$ cat config.mk
export PLATFORM = sky130hd
export DESIGN_NAME = excl_monitor_hub
export DESIGN_NICKNAME = d
export VERILOG_FILES = /design/src/rtl/excl_mon_pkg.sv /design/src/rtl/excl_prio_arb.sv /design/src/rtl/excl_core_entry.sv /design/src/rtl/excl_monitor_hub.sv
export SDC_FILE = /design/constraint.sdc
export NUM_CORES = 1
export LEC_CHECK = 0
export BUFFER_PORTS_ARGS = -buffer_cell sky130_fd_sc_hd__buf_2
export CAP_MARGIN = 40
export CORE_AREA = 2 2 182 184
export CTS_BUF_LIST = sky130_fd_sc_hd__clkbuf_8
export DETAILED_ROUTE_END_ITERATION = 6
export DIE_AREA = 0 0 184 186
export GPL_TIMING_DRIVEN = 0
export PLACE_DENSITY_LB_ADDON = 0.15
export SYNTH_ARGS = -nofsm -noshare
export SYNTH_HDL_FRONTEND = slang
export SYNTH_SLANG_ARGS = --single-unit
$ cat constraint.sdc
create_clock -name clk -period 4 [get_ports clk]
set_input_delay 0.6 -clock clk [delete_from_list [all_inputs] [get_ports clk]]
set_output_delay 0.6 -clock clk [all_outputs]
set_load 0.005 [all_outputs]
$ cat src/rtl/excl_mon_pkg.sv
package excl_mon_pkg;
  typedef enum logic [1:0] {
    OP_LL     = 2'd0,
    OP_ST     = 2'd1,
    OP_SC     = 2'd2,
    OP_DETACH = 2'd3
  } op_kind_e;
endpackage

$ cat src/rtl/excl_prio_arb.sv
module excl_prio_arb #(
  parameter int N = 4,
  localparam int IW = (N > 1) ? $clog2(N) : 1
) (
  input  logic [N-1:0]  req,
  output logic [N-1:0]  gnt,
  output logic [IW-1:0] gnt_idx,
  output logic          any
);
  always_comb begin
    gnt     = '0;
    gnt_idx = '0;
    any     = 1'b0;
    for (int i = N - 1; i >= 0; i--) begin
      if (req[i]) begin
        gnt     = '0;
        gnt[i]  = 1'b1;
        gnt_idx = IW'(i);
        any     = 1'b1;
      end
    end
  end
endmodule

$ cat src/rtl/excl_core_entry.sv
module excl_core_entry
  import excl_mon_pkg::*;
#(
  parameter int ADDR_W      = 32,
  parameter int FAIL_LIMIT  = 5,
  parameter int GRAN_BITS   = 3,
  parameter bit SC_AS_STORE = 1'b1,
  localparam int CW = $clog2(FAIL_LIMIT + 1)
) (
  input  logic              clk,
  input  logic              rst_n,
  input  logic              op_fire,
  input  op_kind_e          op_kind,
  input  logic [ADDR_W-1:0] op_addr,
  input  logic              is_req,
  input  logic              op_local_ok,
  input  logic              sc_success,
  output logic              glob_pass
);
  logic              armed_q;
  logic              member_q;
  logic [ADDR_W-1:0] tag_q;
  logic [CW-1:0]     cnt_q;

  logic exact_hit, gran_hit, below_limit, qualify, peer_clear;

  assign exact_hit   = (tag_q == op_addr);
  assign gran_hit    = (tag_q[ADDR_W-1:GRAN_BITS] == op_addr[ADDR_W-1:GRAN_BITS]);
  assign below_limit = (cnt_q < CW'(FAIL_LIMIT));
  assign qualify     = op_fire && is_req && (op_kind == OP_SC) && op_local_ok
                       && armed_q && exact_hit;
  assign glob_pass   = qualify && below_limit;

  // Peers lose their reservation on a granule hit; when a success also
  // counts as a store, every armed peer is released.
  generate
    if (SC_AS_STORE) begin : g_store_effect
      assign peer_clear = 1'b1;
    end else begin : g_granule_only
      assign peer_clear = gran_hit;
    end
  endgenerate

  always_ff @(posedge clk or negedge rst_n) begin
    if (!rst_n) begin
      armed_q  <= 1'b0;
      member_q <= 1'b0;
      tag_q    <= '0;
      cnt_q    <= '0;
    end else if (op_fire) begin
      unique case (op_kind)
        OP_LL: begin
          if (is_req) begin
            armed_q  <= 1'b1;
            member_q <= 1'b1;
            tag_q    <= op_addr;
          end
        end
        OP_ST: begin
          if (member_q && armed_q) armed_q <= 1'b0;
        end
        OP_SC: begin
          if (qualify) begin
            armed_q <= 1'b0;
            cnt_q   <= below_limit ? cnt_q + CW'(1) : '0;
          end else if (!is_req && sc_success && member_q && armed_q && peer_clear) begin
            armed_q <= 1'b0;
          end
        end
        OP_DETACH: begin
          if (is_req) begin
            member_q <= 1'b0;
            armed_q  <= 1'b0;
          end
        end
        default: ;
      endcase
    end
  end
endmodule

$ cat src/rtl/excl_monitor_hub.sv
module excl_monitor_hub
  import excl_mon_pkg::*;
#(
  parameter int NUM_CORES  = 4,
  parameter int ADDR_W     = 32,
  parameter int FAIL_LIMIT = 5,
  parameter int GRAN_BITS  = 3,
  localparam int IW = (NUM_CORES > 1) ? $clog2(NUM_CORES) : 1
) (
  input  logic                        clk,
  input  logic                        rst_n,
  input  logic [NUM_CORES-1:0]        req_valid,
  output logic [NUM_CORES-1:0]        req_ready,
  input  logic [2*NUM_CORES-1:0]      req_kind,
  input  logic [NUM_CORES*ADDR_W-1:0] req_addr,
  input  logic [NUM_CORES-1:0]        local_ok,
  output logic [NUM_CORES-1:0]        rsp_valid,
  output logic [NUM_CORES-1:0]        rsp_pass
);
  logic [NUM_CORES-1:0] gnt;
  logic [IW-1:0]        gidx;
  logic                 any_gnt;
  op_kind_e             sel_kind;
  logic [ADDR_W-1:0]    sel_addr;
  logic                 sel_lok;
  logic [NUM_CORES-1:0] pass_vec;
  logic                 sc_success;
  logic                 sc_fire;

  excl_prio_arb #(.N(NUM_CORES)) arb_i (
    .req     (req_valid),
    .gnt     (gnt),
    .gnt_idx (gidx),
    .any     (any_gnt)
  );

  assign req_ready  = gnt;
  assign sel_kind   = op_kind_e'(req_kind[gidx*2 +: 2]);
  assign sel_addr   = req_addr[gidx*ADDR_W +: ADDR_W];
  assign sel_lok    = local_ok[gidx];
  assign sc_success = |pass_vec;
  assign sc_fire    = any_gnt && (sel_kind == OP_SC);

  generate
    for (genvar i = 0; i < NUM_CORES; i++) begin : g_entry
      excl_core_entry #(
        .ADDR_W     (ADDR_W),
        .FAIL_LIMIT (FAIL_LIMIT),
        .GRAN_BITS  (GRAN_BITS)
      ) entry_i (
        .clk         (clk),
        .rst_n       (rst_n),
        .op_fire     (any_gnt),
        .op_kind     (sel_kind),
        .op_addr     (sel_addr),
        .is_req      (gnt[i]),
        .op_local_ok (sel_lok),
        .sc_success  (sc_success),
        .glob_pass   (pass_vec[i])
      );
    end
  endgenerate

  always_ff @(posedge clk or negedge rst_n) begin
    if (!rst_n) begin
      rsp_valid <= '0;
      rsp_pass  <= '0;
    end else begin
      rsp_valid <= sc_fire ? gnt : '0;
      rsp_pass  <= (sc_fire && sc_success) ? gnt : '0;
    end
  end
endmodule

Word level (Yosys, flattened, before mapping)
Cells that the tools add are included.
{"block": "op_classes", "mux": 48, "magnitude_cmp": 5, "addsub": 4, "n_eq_ne": 23, "n_reduce_logical": 65, "shifts": 2}
{"cell": "$eq 32x32->1", "n": 4}
{"cell": "$shiftx 128x8->32", "n": 1}
{"cell": "$logic_and 1x1->1", "n": 42}
{"cell": "$mux 1", "n": 25}
{"cell": "$mux 4", "n": 6}
{"cell": "$reduce_and 3->1", "n": 8}
{"cell": "$reduce_and 5->1", "n": 4}
{"cell": "$ne 2x2->1 const B", "n": 8}
{"cell": "$pmux 1 s4", "n": 4}
{"cell": "$reduce_and 4->1", "n": 4}
{"cell": "$add 3x1->3 const B", "n": 4}
{"cell": "$lt 3x3->1 const B", "n": 4}
{"cell": "$mux 3", "n": 4}
{"cell": "$ne 3x1->1 const B", "n": 4}
{"cell": "$mux 2", "n": 4}
{"cell": "$ne 2x1->1 const B", "n": 4}
{"cell": "$pmux 1 s2", "n": 4}
{"cell": "$shiftx 8x4->2", "n": 1}
{"cell": "$eq 2x2->1 const B", "n": 2}
{"cell": "$logic_not 1->1", "n": 4}
{"cell": "$reduce_or 4->1", "n": 1}
{"cell": "$lt 2x3->1 const B", "n": 1}
{"cell": "$bmux 1 s2", "n": 1}
{"cell": "$eq 2x1->1 const B", "n": 1}
{"cell": "other kinds (2)", "n": 2}
{"block": "totals", "in_bits": 146, "out_inout_bits": 12, "word_cells": 165, "register_bits": 156}

Logic depth before layout (Yosys ltp)
{"block": "depth", "word_depth": 18, "depth_mapped": 18, "ltp_nobuf": 14}

By module
From an unflattened synthesis, not the netlist that was laid out.
{"block": "unflattened", "hier_cells": 661, "hier_area_um2": 8670.8}
{"mod": "excl_core_entry", "area_per_inst_um2": 1861.8, "n_inst": 4, "seq_area_each_um2": 925.9, "cells_each": 146}
{"mod": "excl_monitor_hub", "area_per_inst_um2": 1162.4, "n_inst": 1, "seq_area_each_um2": 200.2, "cells_each": 66}
{"mod": "excl_prio_arb", "area_per_inst_um2": 61.3, "n_inst": 1, "seq_area_each_um2": 0.0, "cells_each": 11}

Worst setup path before layout
Ideal clock, no wire load.
{"block": "synth_path", "path_type": "input-to-reg", "start": "input req_valid[0]", "end": "register g_entry[3].entry_i.cnt_q[0]", "slack_ns": -0.469, "path_buffers": 5, "cell_stages": 16, "setup_ns": 0.125, "arrival_ns": 4.344, "required_ns": 3.875, "path_cell_list": "buf_2 -> buf_2 -> buf_2 -> clkbuf_1 -> buf_1 -> nor2_1 -> mux4_2 -> inv_1 -> ha_1 -> inv_1 -> a21oi_1 -> inv_1 -> or4_1 -> or3_1 -> or4_1 -> mux2_2"}
{"block": "synth_via", "elab_chain_len": 8, "elab_cells_between_ends": 15, "cone_classes": "2 x eq/ne; 2 x shift; 5 x mux; 6 x reduce/logical"}
{"item": "from (decl)", "line_no": "excl_monitor_hub.sv:12", "rtl": "input logic [NUM_CORES-1:0] req_valid,"}
{"item": "parallel branches: the longest is 7 deep, another holds $shiftx 128x8->32"}
{"item": "$reduce_and 3->1 (no line) (*)"}
{"item": "to (signal assigned)", "line_no": "excl_core_entry.sv:65", "rtl": "cnt_q <= below_limit ? cnt_q + CW'(1) : '0;"}
{"item": "to (decl)", "line_no": "excl_core_entry.sv:23", "rtl": "logic [CW-1:0] cnt_q;"}
Every way passes the cells marked *. The select of a mux whose other input is x is not followed.
A chain may end at the register's enable or synchronous reset.

Final worst setup path
{"block": "layout_path", "start": "input req_valid[1]", "end": "register g_entry[2].entry_i.armed_q"}
{"block": "layout_via", "elab_chain_len": 15, "elab_cells_between_ends": 54, "cone_classes": "11 x eq/ne; 2 x shift; 10 x mux; 31 x reduce/logical"}
{"item": "parallel branches: the longest is 15 deep, another holds $shiftx 128x8->32"}
{"item": "to (signal assigned)", "line_no": "excl_core_entry.sv:64", "rtl": "armed_q <= 1'b0;"}
{"item": "to (signal assigned)", "line_no": "excl_core_entry.sv:67", "rtl": "armed_q <= 1'b0;"}
{"item": "to (signal assigned)", "line_no": "excl_core_entry.sv:73", "rtl": "armed_q <= 1'b0;"}
{"item": "to (decl)", "line_no": "excl_core_entry.sv:20", "rtl": "logic armed_q;"}
Several ways; the timed one is not identified. The select of a mux whose other input is x is not followed.

==> results.cfg <==
[run_status]
status = finished, final reports clean

[timing]
hold_violations = 0
rsz0062_at_grt = true
fin_crit_ps = 3990
slew_headroom_pct = 25.4
slew_viol_final = 0
fmax_mhz = 250
finalSetupViolCount = 0
worst_pin_slew_ps = 1120
period_share_pct = 99.8
fin_worst_skew_ps = 18.2
fin_setup_tns_ps = 0

[detailed_routing]
postRouteAntennaNets = 0
via_per_inst = 6.38
routed_wl_um = 55400
drt_drc_violations_left = 0
vias = 12400
first_pass_iters = 5
dr.first_iter.drc_count = 1371
wl_per_cell_um = 28.6

[cts]
ctsRootBufferMaster = clkbuf_8
cts.path.max_buffers = 2
clkSlewWorstSetupHoldPaths_ps = 90
cts_tree = built
clock-sinks = 156
cts_buffers = 17
insertion_delay_ps = 500
cts_htree_levels = 4

[synth]
synth.avg_cell_area_um2 = 8.38
synth_common_cells = dfrtp_1 (156), a21oi_1 (136), o21ai_0 (110)
yosys_warnings = 0
synth_cell_types = 74
yosysTopAreaCellShare_pct = 35.2
netlist_area_um2 = 11100
ys_top_cells_by_area = dfrtp_1 (35%), a21oi_1 (6.1%), o211ai_1 (5.5%), o21ai_0 (5.0%), a21o_1 (3.5%)
synth_nets = 1479
synth_enable_flop_cells = 0
synth_async_sr_flop_share_pct = 100
synth_seq_cells = 156
synth_largest_area_cell = dfrtp_1
syn_inst = 1325
synth-main-ff-cell = dfrtp_1
synth.most_common_cell = dfrtp_1
ys_seq_area_share_pct = 35.2

[die]
rows = 66
fp.dieW_um = 184
start_util_pct = 34.5
fp.coreArea_um2 = 32200
die_h_um = 186
dieArea_um2 = 34200
ios = 158

[power_and_ir_drop]
power_leakage_nw = 5.80
p_per_area_nw_per_um2 = 432
ir_drop_mv = 0.227
total_power_mw = 5.73

[layout]
fin_util_pct = 41.2
diodes = 0
drive_above_1_share_pct = 21.0
area_growth_pct = 19.6
stdcell_count = 1938
fillers = 3348
nets = 1671
fin_area_um2 = 13300

[critical_path]
critPathMaxFanout = 10
r2r_start = g_entry[1].entry_i.tag_q[19]$_DFFE_PN0P_
worstPathRequired_ps = 4420
startpoint_type = primary input
critPathLaunch = req_valid[1]
r2r_setup_slack_ps = 930
path_class = in -> reg
end_kind = register
cp.arrival_ps = 4410
r2r_cells = 9
endpoint = g_entry[2].entry_i.armed_q$_DFFE_PN0P_
rr_endpoint = g_entry[1].entry_i.armed_q$_DFFE_PN0P_

[global_route]
overflow = 0
grt_pass1_vias = 11500
antenna_found_initial = 1
grt_max_degree = 111
grt_util_all_layers_pct = 32.3
grt_pass1_wl_um = 79000

[hold_path]
hold_class = reg -> reg

[run]
cap_violations = 0

[placement]
gp_congestion = 1.02
hpwl_um = 43100
placedCellCount = 1897
numPortBuffers = 155
post_dp_cell_area_um2 = 12500
-- final cells by class --
| class | count | area [um2] | share of cell area, % |
|---|---|---|---|
| Clock inverter | 14 | 120 | 0.904 |
| Inverter | 32 | 126 | 0.951 |
| Multi-Input combinational cell | 1051 | 6850 | 51.6 |
| Clock buffer | 18 | 248 | 1.87 |
| Sequential cell | 156 | 3900 | 29.4 |
| Tap cell | 408 | 510 | 3.84 |
| Timing Repair Buffer | 177 | 1010 | 7.60 |
| Buffer | 82 | 515 | 3.88 |
-- kinds of logic (layout without fill, tap and decap cells) --
family / after synthesis / after routing / share of synthesized area, %
mux: 6 / 6 / 0.811
compound gates: 514 / 514 / 30.9
fa+ha+maj: 8 / 8 / 0.901
xor+xnor: 33 / 33 / 2.60
flops: 156 / 156 / 35.2
simple gates: 490 / 490 / 24.9
buf+inv: 118 / 323 / 4.69
-- stage by stage --
stage | setup slack [ps] | hold WS [ps]
6_report | 6.88 | 495
5_1_grt | -36.4 | 530
4_1_cts | 5.66 | 492
3_5_place_dp | -1700 | 480
3_3_place_gp | -2080 | 466
2_1_floorplan | 7.47 | 304
-- placed cells by master (no fill, tap or decap), types with 7 or more instances in the layout --
| master | synthesis | final |
|---|---|---|
| clkbuf_8 | 0 | 18 |
| buf_6 | 3 | 10 |
| o2111ai_1 | 39 | 38 |
| dfrtp_1 | 156 | 156 |
| and3b_1 | 23 | 23 |
| nor4_1 | 22 | 18 |
| inv_1 | 31 | 33 |
| o21ai_0 | 110 | 110 |
| a211o_1 | 23 | 23 |
| buf_2 | 20 | 167 |
| nand4b_1 | 18 | 18 |
| xnor2_1 | 32 | 32 |
| nand3_1 | 53 | 53 |
| nand2_1 | 97 | 96 |
| nor2_2 | 0 | 7 |
| a21o_1 | 52 | 52 |
| a21boi_0 | 7 | 7 |
| nor2_1 | 93 | 86 |
| nand3b_1 | 15 | 15 |
| or3_1 | 8 | 8 |
| nand4_1 | 31 | 31 |
| ha_1 | 8 | 7 |
| a21oi_2 | 1 | 10 |
| clkbuf_1 | 51 | 26 |
| and2_1 | 15 | 16 |
| and3_1 | 15 | 15 |
| o211a_1 | 24 | 24 |
| buf_4 | 8 | 21 |
| nor3_1 | 13 | 12 |
| a21oi_1 | 136 | 127 |
| clkbuf_2 | 0 | 19 |
| o211ai_1 | 82 | 82 |
| nand2b_1 | 32 | 32 |
-- sequential cells by signal (all words and copies together) (netlist names) --
| name | flops |
|---|---|
| rsp_pass | 4 |
| rsp_valid | 4 |
| g_entry.entry_i.member_q | 4 |
| g_entry.entry_i.armed_q | 4 |
| g_entry.entry_i.cnt_q | 12 |
| g_entry.entry_i.tag_q | 128 |
-- critical path: stages --
cell       delay, ps
buf_2            130
buf_6            140
buf_2            260
buf_2            250
a21o_1           210
o211ai_1         550
a21oi_1          160
nand2b_1         190
a2111oi_1        450
nand3_1          260
or4_1            590
buf_2            200
a211o_1          320
o211ai_2          70
-- report_power, final --
group / leakage [nW] / switching, mW / internal (mW)
Sequential: 1.92 / 0.372 / 1.99
Combinational: 3.69 / 1.33 / 0.815
Clock: 0.185 / 0.718 / 0.509
Total: 5.80 / 2.42 / 3.32
-- routing by layer --
layer	share of wire (%)	GRT usage, %	routed length, um	vias up
met5	0	0	0	-
met4	4.5	13.6	2470	0
met3	9.2	6.20	5100	131
met2	44	51.4	24600	706
met1	42	43.0	23200	6107
li1	-	-	-	5426
-- how the worst min path moves through the flow --
stage / cells past startpoint / start / endpoint / slack [ps]
2_1_floorplan: 0 / rst_n / g_entry[0].entry_i.armed_q$_DFFE_PN0P_ / 300
3_3_place_gp: 1 / g_entry[1].entry_i.cnt_q[2]$_DFFE_PN0P_ / g_entry[1].entry_i.cnt_q[2]$_DFFE_PN0P_ / 470
3_5_place_dp: 1 / g_entry[1].entry_i.cnt_q[2]$_DFFE_PN0P_ / g_entry[1].entry_i.cnt_q[2]$_DFFE_PN0P_ / 480
4_1_cts: 1 / g_entry[1].entry_i.cnt_q[2]$_DFFE_PN0P_ / g_entry[1].entry_i.cnt_q[2]$_DFFE_PN0P_ / 490
5_1_grt: 1 / g_entry[1].entry_i.cnt_q[2]$_DFFE_PN0P_ / g_entry[1].entry_i.cnt_q[2]$_DFFE_PN0P_ / 530
6_report: 1 / g_entry[1].entry_i.cnt_q[2]$_DFFE_PN0P_ / g_entry[1].entry_i.cnt_q[2]$_DFFE_PN0P_ / 500
-- what timing repair did --
action                     CTS  global route
buffers inserted             3             8
pin swaps                    4            11
hold endpoints to repair     3             0
cloned                       0             1
setup endpoints to repair  119            76
hold buffers                 1             0
gates resized for setup     50            49
Power figures use the tool's default switching activity.
